**src/rtl/npc_pkg.sv**
```systemverilog
package npc_pkg;

    typedef enum logic [2:0] {
        FLOW_SEQ  = 3'd0,
        FLOW_BEQ  = 3'd1,
        FLOW_BNE  = 3'd2,
        FLOW_JMP  = 3'd3,
        FLOW_CALL = 3'd4,
        FLOW_JREG = 3'd5,
        FLOW_RSV6 = 3'd6,
        FLOW_RSV7 = 3'd7
    } flow_e;

    localparam int unsigned INSN_SHIFT = 2;

endpackage

```
**src/rtl/npc_targets.sv**
```systemverilog
module npc_targets
    import npc_pkg::*;
#(
    parameter int unsigned XLEN          = 32,
    parameter int unsigned BOFF_W        = 16,
    parameter int unsigned JIDX_W        = 26,
    parameter bit          JR_FORCE_ALIGN = 1'b1
) (
    input  logic [XLEN-1:0]   pc,
    input  logic [BOFF_W-1:0] boff,
    input  logic [JIDX_W-1:0] jidx,
    input  logic [XLEN-1:0]   ra,
    output logic [XLEN-1:0]   seq_pc,
    output logic [XLEN-1:0]   br_pc,
    output logic [XLEN-1:0]   jmp_pc,
    output logic [XLEN-1:0]   reg_pc,
    output logic              reg_mis
);
    localparam int unsigned EXT_W = XLEN - BOFF_W - INSN_SHIFT;
    localparam int unsigned HI_W  = XLEN - JIDX_W - INSN_SHIFT;

    logic [XLEN-1:0] boff_bytes;

    always_comb begin
        seq_pc     = pc + XLEN'(4);
        boff_bytes = {{EXT_W{boff[BOFF_W-1]}}, boff, {INSN_SHIFT{1'b0}}};
        br_pc      = seq_pc + boff_bytes;
        jmp_pc     = {seq_pc[XLEN-1 -: HI_W], jidx, {INSN_SHIFT{1'b0}}};
        reg_mis    = |ra[INSN_SHIFT-1:0];
    end

    generate
        if (JR_FORCE_ALIGN) begin : g_align
            assign reg_pc = {ra[XLEN-1:INSN_SHIFT], {INSN_SHIFT{1'b0}}};
        end else begin : g_raw
            assign reg_pc = ra;
        end
    endgenerate

endmodule

```
**src/rtl/npc_cond.sv**
```systemverilog
module npc_cond
    import npc_pkg::*;
#(
    parameter int unsigned XLEN = 32
) (
    input  logic [XLEN-1:0] a,
    input  logic [XLEN-1:0] b,
    input  flow_e           flow,
    output logic            take
);
    logic same;

    always_comb begin
        same = (a == b);
        unique case (flow)
            FLOW_BEQ: take = same;
            FLOW_BNE: take = !same;
            default:  take = 1'b0;
        endcase
    end

endmodule

```
**src/rtl/npc_unit.sv**
```systemverilog
module npc_unit
    import npc_pkg::*;
#(
    parameter int unsigned XLEN          = 32,
    parameter int unsigned BOFF_W        = 16,
    parameter int unsigned JIDX_W        = 26,
    parameter int unsigned REG_IDX_W     = 5,
    parameter int unsigned LINK_REG      = 31,
    parameter logic [31:0] RESET_PC      = 32'h0,
    parameter bit          JR_FORCE_ALIGN = 1'b1
) (
    input  logic                 clk,
    input  logic                 rst,
    input  logic                 stall,
    input  logic [2:0]           flow,
    input  logic [XLEN-1:0]      opnd_a,
    input  logic [XLEN-1:0]      opnd_b,
    input  logic [BOFF_W-1:0]    boff,
    input  logic [JIDX_W-1:0]    jidx,
    output logic [XLEN-1:0]      pc_q,
    output logic [XLEN-1:0]      pc_next,
    output logic [XLEN-1:0]      link_val,
    output logic [REG_IDX_W-1:0] link_idx,
    output logic                 link_we,
    output logic                 misalign
);
    typedef struct packed {
        logic [XLEN-1:0] pc;
    } state_t;

    state_t st_d, st_q;
    flow_e  kind;

    logic [XLEN-1:0] seq_pc, br_pc, jmp_pc, reg_pc;
    logic            reg_mis, take;

    assign kind = flow_e'(flow);

    npc_targets #(
        .XLEN(XLEN), .BOFF_W(BOFF_W), .JIDX_W(JIDX_W), .JR_FORCE_ALIGN(JR_FORCE_ALIGN)
    ) u_tgt (
        .pc(st_q.pc), .boff(boff), .jidx(jidx), .ra(opnd_a),
        .seq_pc(seq_pc), .br_pc(br_pc), .jmp_pc(jmp_pc),
        .reg_pc(reg_pc), .reg_mis(reg_mis)
    );

    npc_cond #(.XLEN(XLEN)) u_cond (
        .a(opnd_a), .b(opnd_b), .flow(kind), .take(take)
    );

    always_comb begin
        st_d     = st_q;
        link_we  = 1'b0;
        misalign = 1'b0;
        if (!stall) begin
            unique case (kind)
                FLOW_BEQ, FLOW_BNE: st_d.pc = take ? br_pc : seq_pc;
                FLOW_JMP:           st_d.pc = jmp_pc;
                FLOW_CALL: begin
                    st_d.pc = jmp_pc;
                    link_we = 1'b1;
                end
                FLOW_JREG:          st_d.pc = reg_pc;
                default:            st_d.pc = seq_pc;
            endcase
        end
        if (kind == FLOW_JREG) misalign = reg_mis;
    end

    always_ff @(posedge clk) begin
        if (rst) st_q <= '{pc: XLEN'(RESET_PC)};
        else     st_q <= st_d;
    end

    assign pc_q     = st_q.pc;
    assign pc_next  = st_d.pc;
    assign link_val = seq_pc;
    assign link_idx = REG_IDX_W'(LINK_REG);

endmodule

```
**config.mk**
```make
export PLATFORM = sky130hd
export DESIGN_NAME = npc_unit
export DESIGN_NICKNAME = d
export VERILOG_FILES = /design/src/rtl/npc_pkg.sv /design/src/rtl/npc_targets.sv /design/src/rtl/npc_cond.sv /design/src/rtl/npc_unit.sv
export SDC_FILE = /design/constraint.sdc
export NUM_CORES = 1
export LEC_CHECK = 0
export CORE_ASPECT_RATIO = 1.25
export CORE_UTILIZATION = 35
export DETAILED_ROUTE_END_ITERATION = 10
export DONT_BUFFER_PORTS = 1
export GPL_TIMING_DRIVEN = 0
export PLACE_DENSITY_LB_ADDON = 0.2
export RECOVER_POWER = 25
export SYNTH_ARGS = -nofsm -noshare
export SYNTH_HDL_FRONTEND = slang
export SYNTH_SLANG_ARGS = --single-unit
```
**constraint.sdc**
```tcl
create_clock -name clk -period 7.7 [get_ports clk]
set_clock_uncertainty 0.2 [all_clocks]
set_input_delay 2.31 -clock clk [delete_from_list [all_inputs] [get_ports clk]]
set_output_delay 2.31 -clock clk [all_outputs]
set_load 0.005 [all_outputs]
```
=== Yosys cells after proc, flatten, opt, wreduce, memory -nomap -nowiden ===
Cells that the tools add are included.

* Word-level logic and storage cells: 20
* Input bits: 112
* Register bits after elaboration: 32

* Add/subtract/negate cells: 2
* Reduce and logical (&&, ||, !) cells: 4
* Equality and inequality tests: 6
* Mux-type cells: 7

{| class="wikitable"
|+ Operator list
! kind !! number
|-
| $pmux W32 S3 || 1
|-
| $mux W32 || 2
|-
| $add A32 B3 Y32 const B || 1
|-
| $add A32 B32 Y32 || 1
|-
| $eq A32 B32 Y1 || 1
|-
| $eq A3 B2 Y1 const B || 2
|-
| $eq A3 B3 Y1 const B || 2
|-
| $reduce_or A2 Y1 || 3
|-
| $eq A3 B1 Y1 const B || 1
|-
| $mux W1 || 3
|-
| $pmux W1 S2 || 1
|-
| $logic_not A1 Y1 || 1
|}

=== Depth between registers and ports, before layout ===
Gate-level depths: netlist of run 1.

* Depth after elaboration: 6
* Gate-level depth with buffers: 16

=== Modules after synthesis ===
Synthesis of run 1 repeated with hierarchy kept, for this count alone.

* Cell total of the unflattened synthesis: 863
* Area total of the unflattened synthesis: 7009.2 sq um

{| class="wikitable"
|+ Modules (own cells, without submodules)
! module !! area each (sq um) !! cells each !! times used
|-
| npc_unit || 4028.9 || 451 || 1
|-
| npc_targets || 2586.2 || 366 || 1
|-
| npc_cond || 394.1 || 46 || 1
|}

=== Worst setup path before layout of run 1 ===
OpenSTA, ideal clock, no wires.

* Path kind: input to output
* Start: input port boff[0]
* End: output port pc_next[28]
* Buffers on the path: 0
* Arrival time: 4430 ps
* Stages on the path: 11
* Setup slack: 760 ps
* Cells stage by stage: ha_1 -> inv_1 -> fa_1 -> nor2b_1 -> o2111ai_1 -> nand3_1 -> nand4_1 -> o21ba_2 -> o41ai_1 -> mux2_2 -> nand2_1

* Longest elaborated chain between the ends: 4

{| class="wikitable"
|+ RTL lines
! item !! RTL line !! source
|-
| start: declaration || npc_unit.sv:18 || <nowiki>input logic [BOFF_W-1:0] boff,</nowiki>
|-
| $add A32 B32 Y32 || npc_targets.sv:27 || <nowiki>br_pc = seq_pc + boff_bytes;</nowiki>
|-
| $mux W32 || npc_unit.sv:57 || <nowiki>FLOW_BEQ, FLOW_BNE: st_d.pc = take ? br_pc : seq_pc;</nowiki>
|-
| $pmux W32 S3 || npc_unit.sv:56 || <nowiki>unique case (kind)</nowiki>
|-
| $mux W32 || npc_unit.sv:55 || <nowiki>if (!stall) begin</nowiki>
|-
| end: declaration || npc_unit.sv:21 || <nowiki>output logic [XLEN-1:0] pc_next,</nowiki>
|}

Every way passes these cells.

=== Worst setup path in the final report of run 1 ===
Ends and elaborated chain as after synthesis.

==> qor.csv, run 1 <==
stage,metric,value,unit
grt,grt.overflow.total,0,
cells_and_area,largest_reg_flops,32,
timing,drv_slew,0,
grt,grtUsageTotal,0.304,
pwr,ir_drop,0.0766,mV
worst_setup_path,worst_path_largest_cell_delay,0.58,ns
cells_and_area,antenna-diode-count,0,
worst_setup_path,crit_family,compound AO/OA/AOI/OAI gates,
clock_tree,insertion_delay,0.31,ns
synthesis,syn_inst,666,
worst_setup_path,critical_path_class,in -> out,
route,firstDrtPassIters,5,
pwr,cellLeakagePower,0.00219,uW
synthesis,synth_edf_count,0,
grt,grt_max_degree,18,
route,totalWireLength,22400,um
cells_and_area,drive_above_1_share,0.0751,
synthesis,yosysWarnings,0,
clock_tree,clk_pin_slew_worst_paths,0.06,ns
clock_tree,htreeDepth,2,
cells_and_area,area_delta_synth_final,8.95,%
synthesis,synth_top_area_cell,dfxtp_1,
floorplan,start_util,0.359,
timing,worst_pin_slew,1.02,ns
grt,antenna_found_initial,0,
synthesis,synth.distinct_cells,83,
timing,period_share,0.985,
synthesis,seq_area_frac_synth,0.130,
cells_and_area,layout.cells.non_filler,854,
route,num_vias,5442,
clock_tree,cts_buffers,5,
place,place_ws,-0.00550,ns
synthesis,synth-main-ff-cell,dfxtp_1,
route,drc_errors,0,
worst_setup_path,r2r_slack,2.76,ns
floorplan,core-area,0.0138,sq mm
route,wire_per_inst,26.3,um
cells_and_area,fin_util,0.391,
timing,hold_viol_final,0,
floorplan,core.rowCount,48,
worst_setup_path,crit_chain,ha_1 -> inv_1 -> fa_1 -> nor2b_1 -> o2111ai_1 -> nand3_1 -> nand4_1 -> o21ba_2 -> o41ai_1 -> mux2_2 -> nand2_1,
cells_and_area,nets,825,
worst_setup_path,end_kind,primary output,
synthesis,yosys-top-cells-area,"dfxtp_1 13%, xnor2_1 11%, ha_1 8.6%",
timing,tns,0,ns
synthesis,ys_ff_latch,32,
clock_tree,cts_tree,built,
timing,slew_headroom,0.316,
clock_tree,clkSinkCount,32,
worst_setup_path,crit_fanout,3,
timing,rsz0062_at_grt,no,
floorplan,pin_count,215,
grt,grt_pass1_vias,5332,
timing,finalSetupViolCount,0,
grt,grt_pass1_wl,32500,um
outcome,status,"finished, final reports clean",
floorplan,die-area,0.0146,sq mm
worst_setup_path,reg2reg_from,pc_q[2],
job,maxCapViolCount,0,
place,globalplace.congestion,0.945,
worst_setup_path,startpoint_type,primary input,
clock_tree,cts_root_buf,clkbuf_16,
floorplan,fp.dieW,108,um
worst_setup_path,cp-startpoint,boff[0],
timing,worst_hold_slack,0.373,ns
clock_tree,clock_path_buffers,2,
worst_hold_path,hold_path.class,reg -> reg,
synthesis,avgSynthCellArea,7.41,sq um
timing,min_period,7.59,ns
worst_setup_path,arrival,5.08,ns
timing,worst_slack,0.114,ns
worst_setup_path,crit_required,5.19,ns
pwr,p_per_area,150,mW/mm^2
worst_setup_path,slowest_stage,o41ai_1,
route,drt-initial-drc-count,423,
synthesis,synth_top_area_share,0.130,
timing,fmaxAchievable,0.132,GHz
place,dp_cells,845,
worst_hold_path,hp-start,pc_q[12],
place,hpwl,18100,um
synthesis,synthesis.area,0.00493,sq mm
route,ant_nets,0,
worst_setup_path,crit_buf_inv,1,
floorplan,die_y,135,um
route,vias_per_cell,6.37,
place,io_buffers,0,
synthesis,synth-async-reset-ratio,0,
[worst register-to-register path, stage by stage (launching register included)]
cell	delay (ns)
dfxtp_1	0.49
ha_1	0.26
nand4_1	0.30
nor3_4	0.47
nand4_1	0.26
buf_4	0.24
xnor2_2	0.37
ha_1	0.32
clkbuf_1	0.22
a21o_1	0.24
o21bai_1	0.20
nand2_1	0.08
nand4_1	0.11
or4_1	0.56
and3_1	0.21
o21ai_1	0.17
a31oi_1	0.10
[power by group]
part	total [uW]	leakage, uW	switching, uW	internal [uW]
registers	204	0.000265	25.2	179
logic	357	0.00185	222	135
clock network	246	0.0000798	93.4	152
total	807	0.00219	340	466
[cells in the mapped netlist, types with 19 or more instances]
master and instances:
xnor2_1 63, nand2_1 52, a21oi_1 46, nor2_1 46, ha_1 34, dfxtp_1 32
clkbuf_1 27, nand3_1 27, nand4_1 25, inv_1 24, a21o_1 23, o21ai_0 21
a211oi_1 19, and3_1 19
[layer usage]
layer  global-route usage  wire [um]  vias up
met2                0.516      10900      277
met5                    0          0        -
met1                0.346       8460     2615
li1                     -          -     2502
met4                0.141        945        0
met3               0.0912       2170       48
[metrics by stage]
| step | power (uW) | cell area [sq um] |
|---|---|---|
| floorplan | 460 | 4950 |
| global placement | 550 | 5170 |
| detailed placement | 554 | 5170 |
| CTS | 800 | 5360 |
| global route | 850 | 5370 |
| finish | 807 | 5370 |
[area by class of cell]
| cell class | count | area, sq um |
|---|---|---|
| flip-flops and latches | 32 | 641 |
| fillers | 1484 | 8380 |
| repair buffers | 1 | 7.51 |
| clock buffers | 5 | 125 |
| well taps | 175 | 219 |
| plain buffers | 44 | 201 |
| clock inverters | 3 | 42.5 |
| multi-input cells | 568 | 4040 |
| inverters | 26 | 97.6 |
[timing repair]
action,in CTS,in global routing
buffers inserted,1,0
endpoints found under the setup margin,3,2
hold endpoints to repair,0,0
gates resized for setup,3,4
pin swaps,1,0
hold buffers,0,0
[cells by family (layout without fill, tap and decap cells)]
kind of cell / Yosys count / in the layout / synth area share
AND/OR/NAND/NOR: 230 / 230 / 0.250
AO/OA/AOI/OAI: 211 / 211 / 0.304
XOR/XNOR: 80 / 80 / 0.149
buffers and inverters: 70 / 79 / 0.0604
adder cells (fa/ha/maj): 35 / 35 / 0.0903
flip-flops: 32 / 32 / 0.130
multiplexers: 7 / 7 / 0.0152
other: 1 / 5 / 0.000760
[worst paths after layout]
check	end	cells past startpoint
setup reg to reg	pc_q[31]	16
hold / removal	pc_q[12]	2
setup / recovery	pc_next[28]	11
hold reg to reg	pc_q[12]	2
[cells in the final DEF, fill, tap and decap left out, types with 5 or more instances in the layout]
master     instances
and3_1            19
a21oi_1           46
nand3_1           27
xor2_1            14
conb_1             5
nand4_1           25
a22o_1            11
inv_1             24
a221o_1            5
o21bai_1           5
a22oi_1            7
nor3_1             7
a221oi_1           9
buf_4              7
a21o_1            23
o21ai_0           21
and2_1            14
a31oi_1           15
clkbuf_16          5
nand2b_1           7
ha_1              34
nor2_1            45
nor2b_1            6
a211oi_1          19
buf_2              7
nand2_1           52
clkbuf_1          26
dfxtp_1           32
xnor2_1           60
a2111oi_0          5
No activity file was read; power rests on OpenSTA's default activity.
==> inputs of run 2 (changes only) <==
Settings changed: REMOVE_ABC_BUFFERS set to 1.
==> qor.csv, run 2 (same netlist as run 1, synthesis figures left out) <==
stage,metric,value,unit,change
outcome,status,"finished, final reports clean",,
timing,period_share,0.976,,-0.00956
worst_setup_path,crit_family,simple AND/OR/NAND/NOR gates,,
grt,grt_pass1_wl,30500,um,-6.2%
worst_hold_path,hold_path.class,reg -> reg,,
worst_setup_path,arrival,5.00,ns,-0.08 ns
grt,grt_max_degree,51,,+33
timing,worst_hold_slack,0.369,ns,-0.00412 ns
cells_and_area,fillCellCount,1453,,-2.1%
route,drt-initial-drc-count,358,,-15%
grt,grt_pass1_vias,5161,,-3.2%
worst_setup_path,critical_path_class,in -> out,,
route,ant_nets,0,,unchanged
cells_and_area,largest_reg_flops,32,,unchanged
place,dp_cells,803,,-5.0%
route,num_vias,5244,,-3.6%
clock_tree,clk_pin_slew_worst_paths,0.05,ns,about the same
timing,fmaxAchievable,0.133,GHz,+0.98%
clock_tree,clock_path_buffers,2,,unchanged
worst_setup_path,crit_required,5.19,ns,about the same
floorplan,core.rowCount,48,,unchanged
floorplan,die_y,135,um,unchanged
clock_tree,htreeDepth,2,,unchanged
job,maxCapViolCount,0,,unchanged
worst_setup_path,crit_buf_inv,0,,-1
cells_and_area,nets,785,,-4.8%
clock_tree,insertion_delay,0.30,ns,about the same
timing,worst_pin_slew,1.23,ns,+0.217 ns
timing,drv_slew,0,,unchanged
cells_and_area,antenna-diode-count,0,,unchanged
grt,grtUsageTotal,0.281,,-0.0231
place,hpwl,16100,um,-11%
floorplan,core-area,0.0138,sq mm,unchanged
cells_and_area,layout_commonest_cell,xnor2_1,,
worst_setup_path,crit_chain,xnor2_1 -> nand4_1 -> nor4_1 -> and4_1 -> or2_2 -> nor2_1 -> a221oi_1 -> a21oi_1,,
cells_and_area,layout.cells.non_filler,814,,-4.7%
worst_setup_path,worst_path_largest_cell_delay,0.62,ns,+0.04 ns
worst_setup_path,slowest_stage,or2_2,,
pwr,ir_drop,0.0814,mV,+6.3%
route,firstDrtPassIters,5,,unchanged
grt,antenna_found_initial,0,,unchanged
clock_tree,cts_buffers,5,,unchanged
timing,min_period,7.51,ns,-0.0736 ns
worst_setup_path,startpoint_type,primary input,,
route,wire_per_inst,25.3,um,-3.6%
clock_tree,cts_root_buf,clkbuf_16,,
timing,finalSetupViolCount,0,,unchanged
cells_and_area,drive_above_1_share,0.0610,,-0.0141
cells_and_area,area_delta_synth_final,5.73,%,
place,globalplace.congestion,0.859,,-9.1%
place,io_buffers,0,,unchanged
clock_tree,cts_tree,built,,
floorplan,fp.dieW,108,um,unchanged
route,drc_errors,0,,unchanged
worst_setup_path,crit_fanout,33,,+30
worst_setup_path,end_kind,primary output,,
timing,rsz0062_at_grt,no,,
timing,hold_viol_final,0,,unchanged
cells_and_area,seqCellArea,641,sq um,unchanged
cells_and_area,multi_input_area,0.00403,sq mm,-0.28%
clock_tree,clkSinkCount,32,,unchanged
grt,grt.overflow.total,0,,unchanged
floorplan,pin_count,215,,unchanged
route,vias_per_cell,6.44,,+1.1%
cells_and_area,mostFrequentLayoutCells,"62 x xnor2_1, 52 x nand2_1, 45 x nor2_1, 45 x a21oi_1, 34 x ha_1",,
timing,slew_headroom,0.178,,-0.138
floorplan,die-area,0.0146,sq mm,unchanged
pwr,cellLeakagePower,0.00211,uW,-3.9%
pwr,p_per_area,151,mW/mm^2,+0.86%
floorplan,start_util,0.359,,unchanged
route,totalWireLength,20600,um,-8.2%
run 2: where the power goes:
group / switching, uW / internal [uW] / total, uW
combinational: 203 / 133 / 336
sequential: 26.7 / 179 / 206
clock: 94.7 / 153 / 247
run 2: path summary, 6_finish.rpt:
path | to | cells after the start | slack [ns] | start
worst max-delay path | pc_next[26] | 8 | 0.19 | opnd_b[26]
worst min-delay path | pc_q[15] | 2 | 0.37 | pc_q[15]
worst max register to register | pc_q[31] | 15 | 2.86 | pc_q[2]
worst min register to register | pc_q[15] | 2 | 0.37 | pc_q[15]
run 2: cell type report:
class	instances	area share
tap	175	0.0420
multi-input combinational	568	0.773
clock inverter	2	0.00672
clock buffer	6	0.0247
timing repair buffer	5	0.0125
inverter	26	0.0187
sequential	32	0.123
run 2: through the flow:
stage / setup TNS (ns) / setup slack, ns / utilization / power, uW / area, sq um
final: 0 / 0.187 / 0.379 / 789 / 5220
after global routing: 0 / 0.0390 / 0.379 / 831 / 5220
after CTS: 0 / 0.198 / 0.378 / 789 / 5200
after detailed placement: -0.970 / -0.265 / 0.365 / 539 / 5010
after global placement: -10.43 / -0.593 / 0.361 / 532 / 4970
after floorplan: 0 / 0.760 / - / 449 / 4750
run 2: routing by layer:
layer	vias to the layer above	global-route usage	wire, um
li1	2429	-	-
met1	2483	0.317	7920
met2	280	0.472	9840
met3	52	0.0874	2040
met4	0	0.144	804
met5	-	0	0
run 2: worst min-delay path, stage by stage (launching register included):
cell and delay [ns]:
dfxtp_1 0.36, inv_1 0.10, a211oi_1 0.06
run 2: repair_timing:
item / in CTS / in global routing
pin swaps: 1 / 1
hold buffers: 0 / 0
buffers inserted: 2 / 1
setup endpoints to repair: 8 / 1
gates cloned: 0 / 0
gates resized for setup: 2 / 1
==> inputs of run 3 (changes only) <==
Settings changed: PLACE_DENSITY_LB_ADDON 0.2 to unset.
==> qor.csv, run 3 (same netlist as run 1, synthesis figures left out) <==
stage,metric,value,unit,change
outcome,status,"finished, final reports clean",,
timing,rsz0062_at_grt,no,,
grt,grt_pass1_wl,30100,um,-1.2%
route,drc_errors,0,,unchanged
worst_setup_path,end_kind,primary output,,
clock_tree,clk_pin_slew_worst_paths,0.06,ns,about the same
grt,grtUsageTotal,0.276,,-0.00496
timing,min_period,7.52,ns,+0.00260 ns
grt,grt_max_degree,51,,unchanged
grt,antenna_found_initial,0,,unchanged
worst_setup_path,arrival,5.01,ns,about the same
pwr,p_per_area,147,mW/mm^2,-2.7%
cells_and_area,layout_commonest_cell,xnor2_1,,
timing,period_share,0.976,,about the same
floorplan,pin_count,215,,unchanged
timing,slew_headroom,0.203,,+0.0251
route,firstDrtPassIters,5,,unchanged
worst_setup_path,r2r_slack,2.72,ns,-0.14 ns
place,globalplace.congestion,0.935,,+8.8%
cells_and_area,mostFrequentLayoutCells,"62 x xnor2_1, 52 x nand2_1, 45 x nor2_1, 45 x a21oi_1, 34 x ha_1",,
timing,hold_viol_final,0,,unchanged
timing,finalSetupViolCount,0,,unchanged
clock_tree,cts_buffers,5,,unchanged
clock_tree,clkSinkCount,32,,unchanged
floorplan,core-area,0.0138,sq mm,unchanged
route,wire_per_inst,24.8,um,-2.2%
pwr,cellLeakagePower,0.00208,uW,-1.2%
worst_setup_path,worst-r2r-cell-count,15,,unchanged
worst_setup_path,reg2reg_from,pc_q[2],,
route,ant_nets,0,,unchanged
timing,worst_pin_slew,1.19,ns,-0.0377 ns
worst_setup_path,crit_fanout,8,,-76%
worst_setup_path,r2r_end,pc_q[31],,
clock_tree,cts_root_buf,clkbuf_16,,
cells_and_area,nets,783,,-0.25%
place,io_buffers,0,,unchanged
clock_tree,clock_path_buffers,2,,unchanged
grt,grt_pass1_vias,5261,,+1.9%
worst_setup_path,critical_path_class,reg -> out,,
route,vias_per_cell,6.55,,+1.7%
clock_tree,holdBufCountCts,0,,unchanged
floorplan,die_y,135,um,unchanged
worst_setup_path,cp-startpoint,pc_q[2],,
clock_tree,cts_tree,built,,
pwr,total_power,762,uW,-3.5%
place,hpwl,15900,um,-1.6%
timing,worst_hold_slack,0.368,ns,-0.000368 ns
cells_and_area,largest_reg_flops,32,,unchanged
floorplan,die-area,0.0146,sq mm,unchanged
grt,grt.overflow.total,0,,unchanged
worst_setup_path,startpoint_type,flop,,
clock_tree,insertion_delay,0.30,ns,about the same
pwr,ir_drop,0.0730,mV,-10%
worst_hold_path,hold_path.class,reg -> reg,,
timing,tns,0,ns,unchanged
timing,fmaxAchievable,0.133,GHz,about the same
route,drt-initial-drc-count,402,,+12%
route,totalWireLength,20100,um,-2.5%
timing,drv_slew,0,,unchanged
worst_setup_path,crit_required,5.19,ns,about the same
cells_and_area,antenna-diode-count,0,,unchanged
cells_and_area,area_delta_synth_final,4.87,%,
floorplan,core.rowCount,48,,unchanged
clock_tree,htreeDepth,2,,unchanged
job,maxCapViolCount,0,,unchanged
floorplan,start_util,0.359,,unchanged
floorplan,fp.dieW,108,um,unchanged
route,num_vias,5322,,+1.5%
cells_and_area,drive_above_1_share,0.0565,,-0.00452
cells_and_area,fin_util,0.376,,-0.00309
worst_setup_path,critPathCapture,pc_next[31],,
==> run 3: cell types whose count changed in the layout (fill, tap and decap cells not counted), sizes merged <==
cell	change
buf	-2
bufinv	-1
clkbuf	+2
clkinv	-1
==> run 3: through the flow <==
stage / cell area [sq um] / worst slack [ns] / std cells
2_1_floorplan: 4750 / 0.760 / 626
3_3_place_gp: 4970 / -0.608 / 801
3_5_place_dp: 5000 / -0.324 / 803
4_1_cts: 5150 / 0.0168 / 811
5_1_grt: 5170 / 0.00495 / 812
6_report: 5170 / 0.185 / 812
==> run 3: worst max-delay path, stage by stage (launching register included) <==
cell      delay (ns)
dfxtp_1         0.49
ha_1            0.27
nand4_1         0.32
nor3_4          0.46
nand4_1         0.23
buf_4           0.22
xnor2_1         0.50
ha_1            0.45
a21o_1          0.23
o21bai_1        0.21
nand2_1         0.10
nand4_1         0.11
or4_1           0.56
and3_1          0.21
o21ai_1         0.18
nand3_1         0.17
==> run 3: worst min-delay path by stage <==
stage	depth (start not counted)	slack, ns	to	from
2_1_floorplan	2	0.31	pc_q[15]	pc_q[15]
3_3_place_gp	2	0.34	pc_q[12]	pc_q[12]
3_5_place_dp	2	0.36	pc_q[12]	pc_q[12]
4_1_cts	2	0.37	pc_q[12]	pc_q[12]
5_1_grt	2	0.40	pc_q[12]	pc_q[12]
6_report	2	0.37	pc_q[12]	pc_q[12]
==> run 3: cell type report <==
class / instances / area [sq um]
tap: 175 / 219
timing repair buffer: 3 / 37.5
sequential: 32 / 641
clock buffer: 8 / 146
fill: 1438 / 8580
multi-input combinational: 568 / 4030
inverter: 26 / 97.6
==> run 3: power by group <==
part	switching (uW)	internal, uW	total (uW)
clock	90.8	130	220
sequential	26.3	179	205
combinational	204	133	336
total	321	441	762
==> run 3: metal layers <==
metal / GRT usage / share of wire / up-vias
li1: - / - / 2430
met1: 0.310 / 0.39 / 2578
met2: 0.488 / 0.49 / 275
met3: 0.0714 / 0.089 / 39
met4: 0.114 / 0.032 / 0
met5: 0 / 0 / -
==> run 3: what timing repair did <==
item | in CTS | in global routing
endpoints found under the setup margin | 18 | 3
pin swaps | 0 | 1
gates resized for setup | 2 | 2
buffers inserted | 0 | 1
